**src/rtl/nuca_map_pkg.sv**
```systemverilog
package nuca_map_pkg;

    // Page class codes as carried by the translation entry.
    typedef enum logic [1:0] {
        PG_PRIV_DATA    = 2'b00,
        PG_SHARED_INSTR = 2'b01,
        PG_SHARED_DATA  = 2'b10,
        PG_RESERVED     = 2'b11
    } page_class_e;

    // Rotational tags are two bits wide: one tag per member of a 2x2 window.
    localparam int unsigned ROT_W   = 2;
    localparam int unsigned WIN_CNT = 4;

    // Tag of the bank at a grid position: column modulo four, shifted by two
    // on odd rows, so any wrapping 2x2 window holds all four tags once.
    function automatic logic [ROT_W-1:0] rot_tag(input logic row_lsb,
                                                 input logic [ROT_W-1:0] col_lo);
        return col_lo + {row_lsb, 1'b0};
    endfunction

endpackage

```
**src/rtl/nuca_class_check.sv**
```systemverilog
module nuca_class_check
    import nuca_map_pkg::*;
(
    input  page_class_e cls_i,
    input  logic        fetch_i,
    output logic        fault_o
);

    logic is_instr_page;

    always_comb begin
        is_instr_page = (cls_i == PG_SHARED_INSTR);
        // A fetch must target an instruction page and a data access must not.
        fault_o = (cls_i == PG_RESERVED) | (fetch_i ^ is_instr_page);
    end

endmodule

```
**src/rtl/nuca_addr_fields.sv**
```systemverilog
module nuca_addr_fields
    import nuca_map_pkg::*;
#(
    parameter int unsigned ADDR_W   = 32,
    parameter int unsigned LINE_OFF = 6,
    parameter int unsigned BANK_W   = 4
) (
    input  logic [ADDR_W-1:0] addr_i,
    output logic [BANK_W-1:0] ilv_bank_o,
    output logic [ROT_W-1:0]  rot_sel_o
);

    // Lowest set-index bits above the line offset spread shared data over
    // all banks; the lowest two of them pick the rotational tag.
    always_comb begin
        ilv_bank_o = addr_i[LINE_OFF +: BANK_W];
        rot_sel_o  = addr_i[LINE_OFF +: ROT_W];
    end

endmodule

```
**src/rtl/nuca_rot_select.sv**
```systemverilog
module nuca_rot_select
    import nuca_map_pkg::*;
#(
    parameter int unsigned GRID_DIM = 4   // power of two, at least 4
) (
    input  logic [2*$clog2(GRID_DIM)-1:0] core_i,
    input  logic [ROT_W-1:0]              tag_i,
    output logic [2*$clog2(GRID_DIM)-1:0] bank_o
);

    localparam int unsigned RC_W   = $clog2(GRID_DIM);
    localparam int unsigned BANK_W = 2 * RC_W;

    logic [RC_W-1:0]   home_row;
    logic [RC_W-1:0]   home_col;
    logic [WIN_CNT-1:0] hit;
    logic [BANK_W-1:0] cand [WIN_CNT];

    assign home_row = core_i[BANK_W-1:RC_W];
    assign home_col = core_i[RC_W-1:0];

    // One candidate per window member; row and column wrap at the grid edge.
    for (genvar w = 0; w < WIN_CNT; w++) begin : g_win
        localparam logic [RC_W-1:0] DROW = RC_W'(w / 2);
        localparam logic [RC_W-1:0] DCOL = RC_W'(w % 2);
        logic [RC_W-1:0] c_row;
        logic [RC_W-1:0] c_col;
        always_comb begin
            c_row   = home_row + DROW;
            c_col   = home_col + DCOL;
            cand[w] = {c_row, c_col};
            hit[w]  = (rot_tag(c_row[0], c_col[ROT_W-1:0]) == tag_i);
        end
    end

    // Exactly one window member carries each tag, so an OR-merge selects it.
    always_comb begin
        bank_o = '0;
        for (int i = 0; i < WIN_CNT; i++) begin
            if (hit[i]) bank_o = bank_o | cand[i];
        end
    end

endmodule

```
**src/rtl/nuca_bank_mapper.sv**
```systemverilog
module nuca_bank_mapper
    import nuca_map_pkg::*;
#(
    parameter int unsigned GRID_DIM = 4,
    parameter int unsigned ADDR_W   = 32,
    parameter int unsigned LINE_OFF = 6
) (
    input  logic                              clk,
    input  logic                              rst_n,
    input  logic                              req_valid,
    input  logic [2*$clog2(GRID_DIM)-1:0]     req_core,
    input  logic [ADDR_W-1:0]                 req_addr,
    input  logic [1:0]                        req_class,
    input  logic                              req_fetch,
    output logic                              map_valid,
    output logic [2*$clog2(GRID_DIM)-1:0]     map_bank,
    output logic                              map_fault
);

    localparam int unsigned RC_W   = $clog2(GRID_DIM);
    localparam int unsigned BANK_W = 2 * RC_W;

    typedef struct packed {
        logic              vld;
        logic              flt;
        logic [BANK_W-1:0] bank;
    } map_rsp_t;

    map_rsp_t          rsp_d, rsp_q;
    page_class_e       cls;
    logic              kind_fault;
    logic [BANK_W-1:0] ilv_bank;
    logic [ROT_W-1:0]  rot_sel;
    logic [BANK_W-1:0] rot_bank;

    assign cls = page_class_e'(req_class);

    nuca_class_check u_class_check (
        .cls_i   (cls),
        .fetch_i (req_fetch),
        .fault_o (kind_fault)
    );

    nuca_addr_fields #(
        .ADDR_W   (ADDR_W),
        .LINE_OFF (LINE_OFF),
        .BANK_W   (BANK_W)
    ) u_addr_fields (
        .addr_i     (req_addr),
        .ilv_bank_o (ilv_bank),
        .rot_sel_o  (rot_sel)
    );

    nuca_rot_select #(
        .GRID_DIM (GRID_DIM)
    ) u_rot_select (
        .core_i (req_core),
        .tag_i  (rot_sel),
        .bank_o (rot_bank)
    );

    always_comb begin
        rsp_d = '0;
        if (req_valid) begin
            if (kind_fault) begin
                rsp_d.flt = 1'b1;
            end else begin
                rsp_d.vld = 1'b1;
                unique case (cls)
                    PG_PRIV_DATA:    rsp_d.bank = req_core;
                    PG_SHARED_INSTR: rsp_d.bank = rot_bank;
                    PG_SHARED_DATA:  rsp_d.bank = ilv_bank;
                    default:         rsp_d.bank = '0;
                endcase
            end
        end
    end

    always_ff @(posedge clk or negedge rst_n) begin
        if (!rst_n) rsp_q <= '0;
        else        rsp_q <= rsp_d;
    end

    assign map_valid = rsp_q.vld;
    assign map_fault = rsp_q.flt;
    assign map_bank  = rsp_q.bank;

endmodule

```
**config.mk**
```make
export PLATFORM = sky130hd
export DESIGN_NAME = nuca_bank_mapper
export DESIGN_NICKNAME = d
export VERILOG_FILES = /design/src/rtl/nuca_map_pkg.sv /design/src/rtl/nuca_class_check.sv /design/src/rtl/nuca_addr_fields.sv /design/src/rtl/nuca_rot_select.sv /design/src/rtl/nuca_bank_mapper.sv
export SDC_FILE = /design/constraint.sdc
export NUM_CORES = 1
export LEC_CHECK = 0
export ABC_AREA = 1
export BUFFER_PORTS_ARGS = -buffer_cell sky130_fd_sc_hd__buf_4
export CORE_MARGIN = 5
export CORE_UTILIZATION = 28
export CTS_BUF_LIST = sky130_fd_sc_hd__clkbuf_8 sky130_fd_sc_hd__clkbuf_16
export DETAILED_ROUTE_END_ITERATION = 7
export PLACE_DENSITY = 0.85
export RECOVER_POWER = 50
export SYNTH_ARGS = -nofsm -noshare
export SYNTH_HDL_FRONTEND = slang
export SYNTH_SLANG_ARGS = --single-unit
```
**constraint.sdc**
```tcl
create_clock -name clk -period 0.8 [get_ports clk]
set_clock_uncertainty 0.15 [all_clocks]
set_input_delay 0.12 -clock clk [delete_from_list [all_inputs] [get_ports clk]]
set_output_delay 0.12 -clock clk [all_outputs]
set_load 0.02 [all_outputs]
```
# After elaboration in Yosys (flattened, before gate mapping)
# Cells that the tools add are included.
dict set report totals {
  regBits 6
  in_bits 42
  out_inout_bits 6
  elab_cells 31
}
dict set report classes {
  n_addsub 6
  eq_ne 7
  muxes 9
  bitwise_logic 5
  reduce_logical 1
}
# op n
set op_table {}
lappend op_table {{2-to-1 mux 4 bit} 5}
lappend op_table {{bitwise OR 4 bit} 3}
lappend op_table {{case mux 4 bit (3 select lines)} 1}
lappend op_table {{adder 2 bit} 4}
lappend op_table {{equality test 2 bit} 4}
lappend op_table {{2-to-1 mux 6 bit} 1}
lappend op_table {{adder 2 x 1 -> 2 bit, second input constant} 2}
lappend op_table {{equality test 2 bit, second input constant} 2}
lappend op_table {{equality test 2 x 1 -> 1 bit, second input constant} 1}
lappend op_table {{zero test 2 bit} 1}
lappend op_table {{2-to-1 mux 1 bit} 2}
lappend op_table {{bitwise OR 1 bit} 1}
lappend op_table {{XOR 1 bit} 1}

# Longest topological paths before layout
dict set report depth {
  word_depth 12
  depth_mapped 10
  depth_no_buf 10
}

# By module
# Synthesis repeated with hierarchy kept, for this count alone.
dict set report hier_totals {
  hier_cells 75
  area_unflattened_um2 471.7
}
# mod instances cells_each area_per_inst_um2 seq_area_each_um2
set by_module_without_submodules {}
lappend by_module_without_submodules {nuca_bank_mapper 1 39 290.3 150.1}
lappend by_module_without_submodules {nuca_rot_select 1 24 113.9 0.0}
lappend by_module_without_submodules {nuca_addr_fields 1 6 45.0 0.0}
lappend by_module_without_submodules {nuca_class_check 1 6 22.5 0.0}

# Least setup slack after synthesis
# No wires, ideal clock.
dict set report synth_timing {
  path_type {input to register}
  from {in req_core[2]}
  to {reg rsp_q, in the netlist map_bank[3]}
  setup_time_ns 0.078
  arrival_time_ns 0.767
  required_ns 0.572
  path_slack_ns -0.194
  stages 8
  n_path_buf 1
  path_cell_list {buf_6 > xnor2_1 > nand2_1 > nand2_2 > nand2_1 > nand2_1 > nand2_1 > a21oi_1}
}
# item line_no
set synth_lines {}
lappend synth_lines {{from (decl)} nuca_bank_mapper.sv:11} ;# input logic [2*$clog2(GRID_DIM)-1:0] req_core,
lappend synth_lines {{to (signal assigned)} nuca_bank_mapper.sv:81} ;# else rsp_q <= rsp_d;
lappend synth_lines {{to (decl)} nuca_bank_mapper.sv:29} ;# map_rsp_t rsp_d, rsp_q;

# Final worst setup path
dict set report layout_timing {
  from {reg rsp_q, in the netlist map_valid}
  to {out map_valid}
}
# item line_no
set layout_lines {}
lappend layout_lines {{to (decl)} nuca_bank_mapper.sv:15} ;# output logic map_valid,
# No word-level cell between the ends.

==> results.yml <==
sta:
  setup_viol: 8
  fmaxAchievable_ghz: 1.01
  holdWs_ns: -0.0133
  fin_setup_tns_ns: -1.20
  period_needed_ns: 0.990
  finalCritPeriodShare_pct: 124
  tightest_slew_ns: 0.303
  hold_viol_final: 1
  rsz0062_at_grt: "true"
  slew_headroom_pct: 79.8
  slew_violations: 0
  final.setup.worst_slack_ns: -0.190
cts:
  cts_tree: "built"
  cts_buffers: 3
  cts_num_sinks: 6
  h-tree-depth: 1
  cts_buffer_depth: 2
  root_buffer: "clkbuf_8"
  postCtsSetupBuffers: 0
  path_clk_slew_ns: 0.03
  ctsHoldBuffers: 1
floorplanning:
  rows: 13
  die_w_um: 47.5
  ioPinCount: 48
  coreArea_um2: 1320
  dieArea_um2: 2260
  die-height_um: 47.5
  start_util_pct: 29.9
placement:
  port_buffers: 19
  place_congestion: 0.743
  pre_cts_ws_ns: -0.402
  dp_hpwl_um: 802
critical_path:
  critPathSlowestCell: "dfrtp_1"
  cp.depth: 1
  path_cells: "buf_6"
  cpPeakStageDelay_ns: 0.37
  startpoint_type: "flop"
  arrival_ns: 0.72
  cp.required_ns: 0.53
  critPathTopFamily: "flip-flops"
  worstSetupPathType: "reg -> out"
  critPathMaxFanout: 1
  endpoint_kind: "output port"
  crit_buf_inv: 1
routing:
  drt-initial-drc-count: 6
  ant_nets: 0
  firstDrtPassIters: 3
  via_count: 448
  post_drt_wl_per_cell_um: 10.9
  remaining_drc_errors: 0
  wl_um: 1040
  via_per_inst: 4.72
layout:
  final_common_cell: "nand2_1"
  antenna_cells: 0
  drive_above_1_share_pct: 56.3
  area_growth_pct: 87.3
  final_nets: 124
  layout.cells.most_common_list: "nand2_1, buf_6, buf_4"
hold_path:
  min_path_cells: 3
  hold_class: "in -> reg"
global_routing:
  grt_overflow: 0
  grt_pass1_vias: 476
  grt_pass1_wl_um: 1730
  grt_max_degree: 7
  grtUsageTotal_pct: 11.3
  antenna_found_initial: 0
logic_synthesis:
  synth_area_um2: 394
  synth_area_per_cell_um2: 7.17
  ys_types: 17
  synth_nets: 97
  seq_area_frac_synth_pct: 38.1
  yosys_warnings: 0
  ys_ff_latch: 6
  synth_cells: 55
flow_run:
  max_cap_viol_count: 0
outcome:
  status: "finished, violations left"
  violations: "negative hold slack, negative setup slack"
power:
  ir_drop_mv: 0.574
  power_leakage_nw: 0.386
  cellPowerDensity_nw_per_um2: 1450
  total_power_w: 0.00107
==> final cells by class <==
class / instances / area, µm²
tap: 15 / 18.8
timing repair buffer: 23 / 231
fill: 110 / 579
inverter: 10 / 42.5
multi-input combinational: 38 / 254
sequential: 6 / 150
clock buffer: 3 / 41.3
==> logic make-up (layout without fill, tap and decap cells) <==
family                    Yosys count  count (layout)  share of synthesized area [%]
and+or+nand+nor                    28              28                           32.4
xor gates and xnor gates            2               2                           4.45
AOI/OAI and AO/OA                   8               8                           12.7
DFF                                 6               6                           38.1
buffers and inverters              11              36                           12.4
==> timing repair <==
action                                  in CTS  in global routing
endpoints found under the setup margin       9                 10
resized for setup                           21                 15
hold endpoints to repair                     8                  1
pin swaps                                    8                 11
==> worst paths after layout <==
path	from	slack (ns)	endpoint
min	req_valid	-0.01	map_fault$_DFF_PN0_
min in group asynchronous	rst_n	0.15	map_bank[3]$_DFF_PN0_
max in group asynchronous	rst_n	0.13	map_valid$_DFF_PN0_
max	map_valid$_DFF_PN0_	-0.19	map_valid
==> state kept, by name, indices dropped and copies added, names as in the netlist <==
signal     cells
map_bank       4
map_fault      1
map_valid      1
==> report_power, final <==
group / total, W / switching [W] / leakage (nW) / internal [W]
Clock: 0.000444 / 0.000122 / 0.0216 / 0.000322
Combinational: 0.000303 / 0.000148 / 0.284 / 0.000155
Sequential: 0.000324 / 0.00000583 / 0.0808 / 0.000319
==> per-stage QoR <==
stage	cells	utilization [%]	instance area (µm²)
after floorplan	55	-	394
after global placement	91	43.0	567
after detailed placement	91	43.0	567
after CTS	95	51.9	683
after global routing	95	56.0	738
final	95	56.0	738
==> Yosys cell counts (all sizes together) <==
cell type   n  area [µm²]
a21oi       3        15.0
a22o        2        18.8
a31oi       1        6.26
buf         1        11.3
dfrtp       6         150
inv        10        37.5
nand2      19        73.8
nand3       4        25.0
nor2        5        28.8
o21ai       2        10.0
xnor2       1        8.76
xor2        1        8.76
==> routing by layer <==
| layer | vias up | track usage [%] | wire (µm) |
|---|---|---|---|
| li1 | 222 | - | - |
| met1 | 209 | 9.42 | 320 |
| met2 | 15 | 21.9 | 614 |
| met3 | 2 | 2.63 | 82 |
| met4 | 0 | 9.39 | 17 |
| met5 | - | 0 | 0 |
Power figures use the tool's default switching activity.
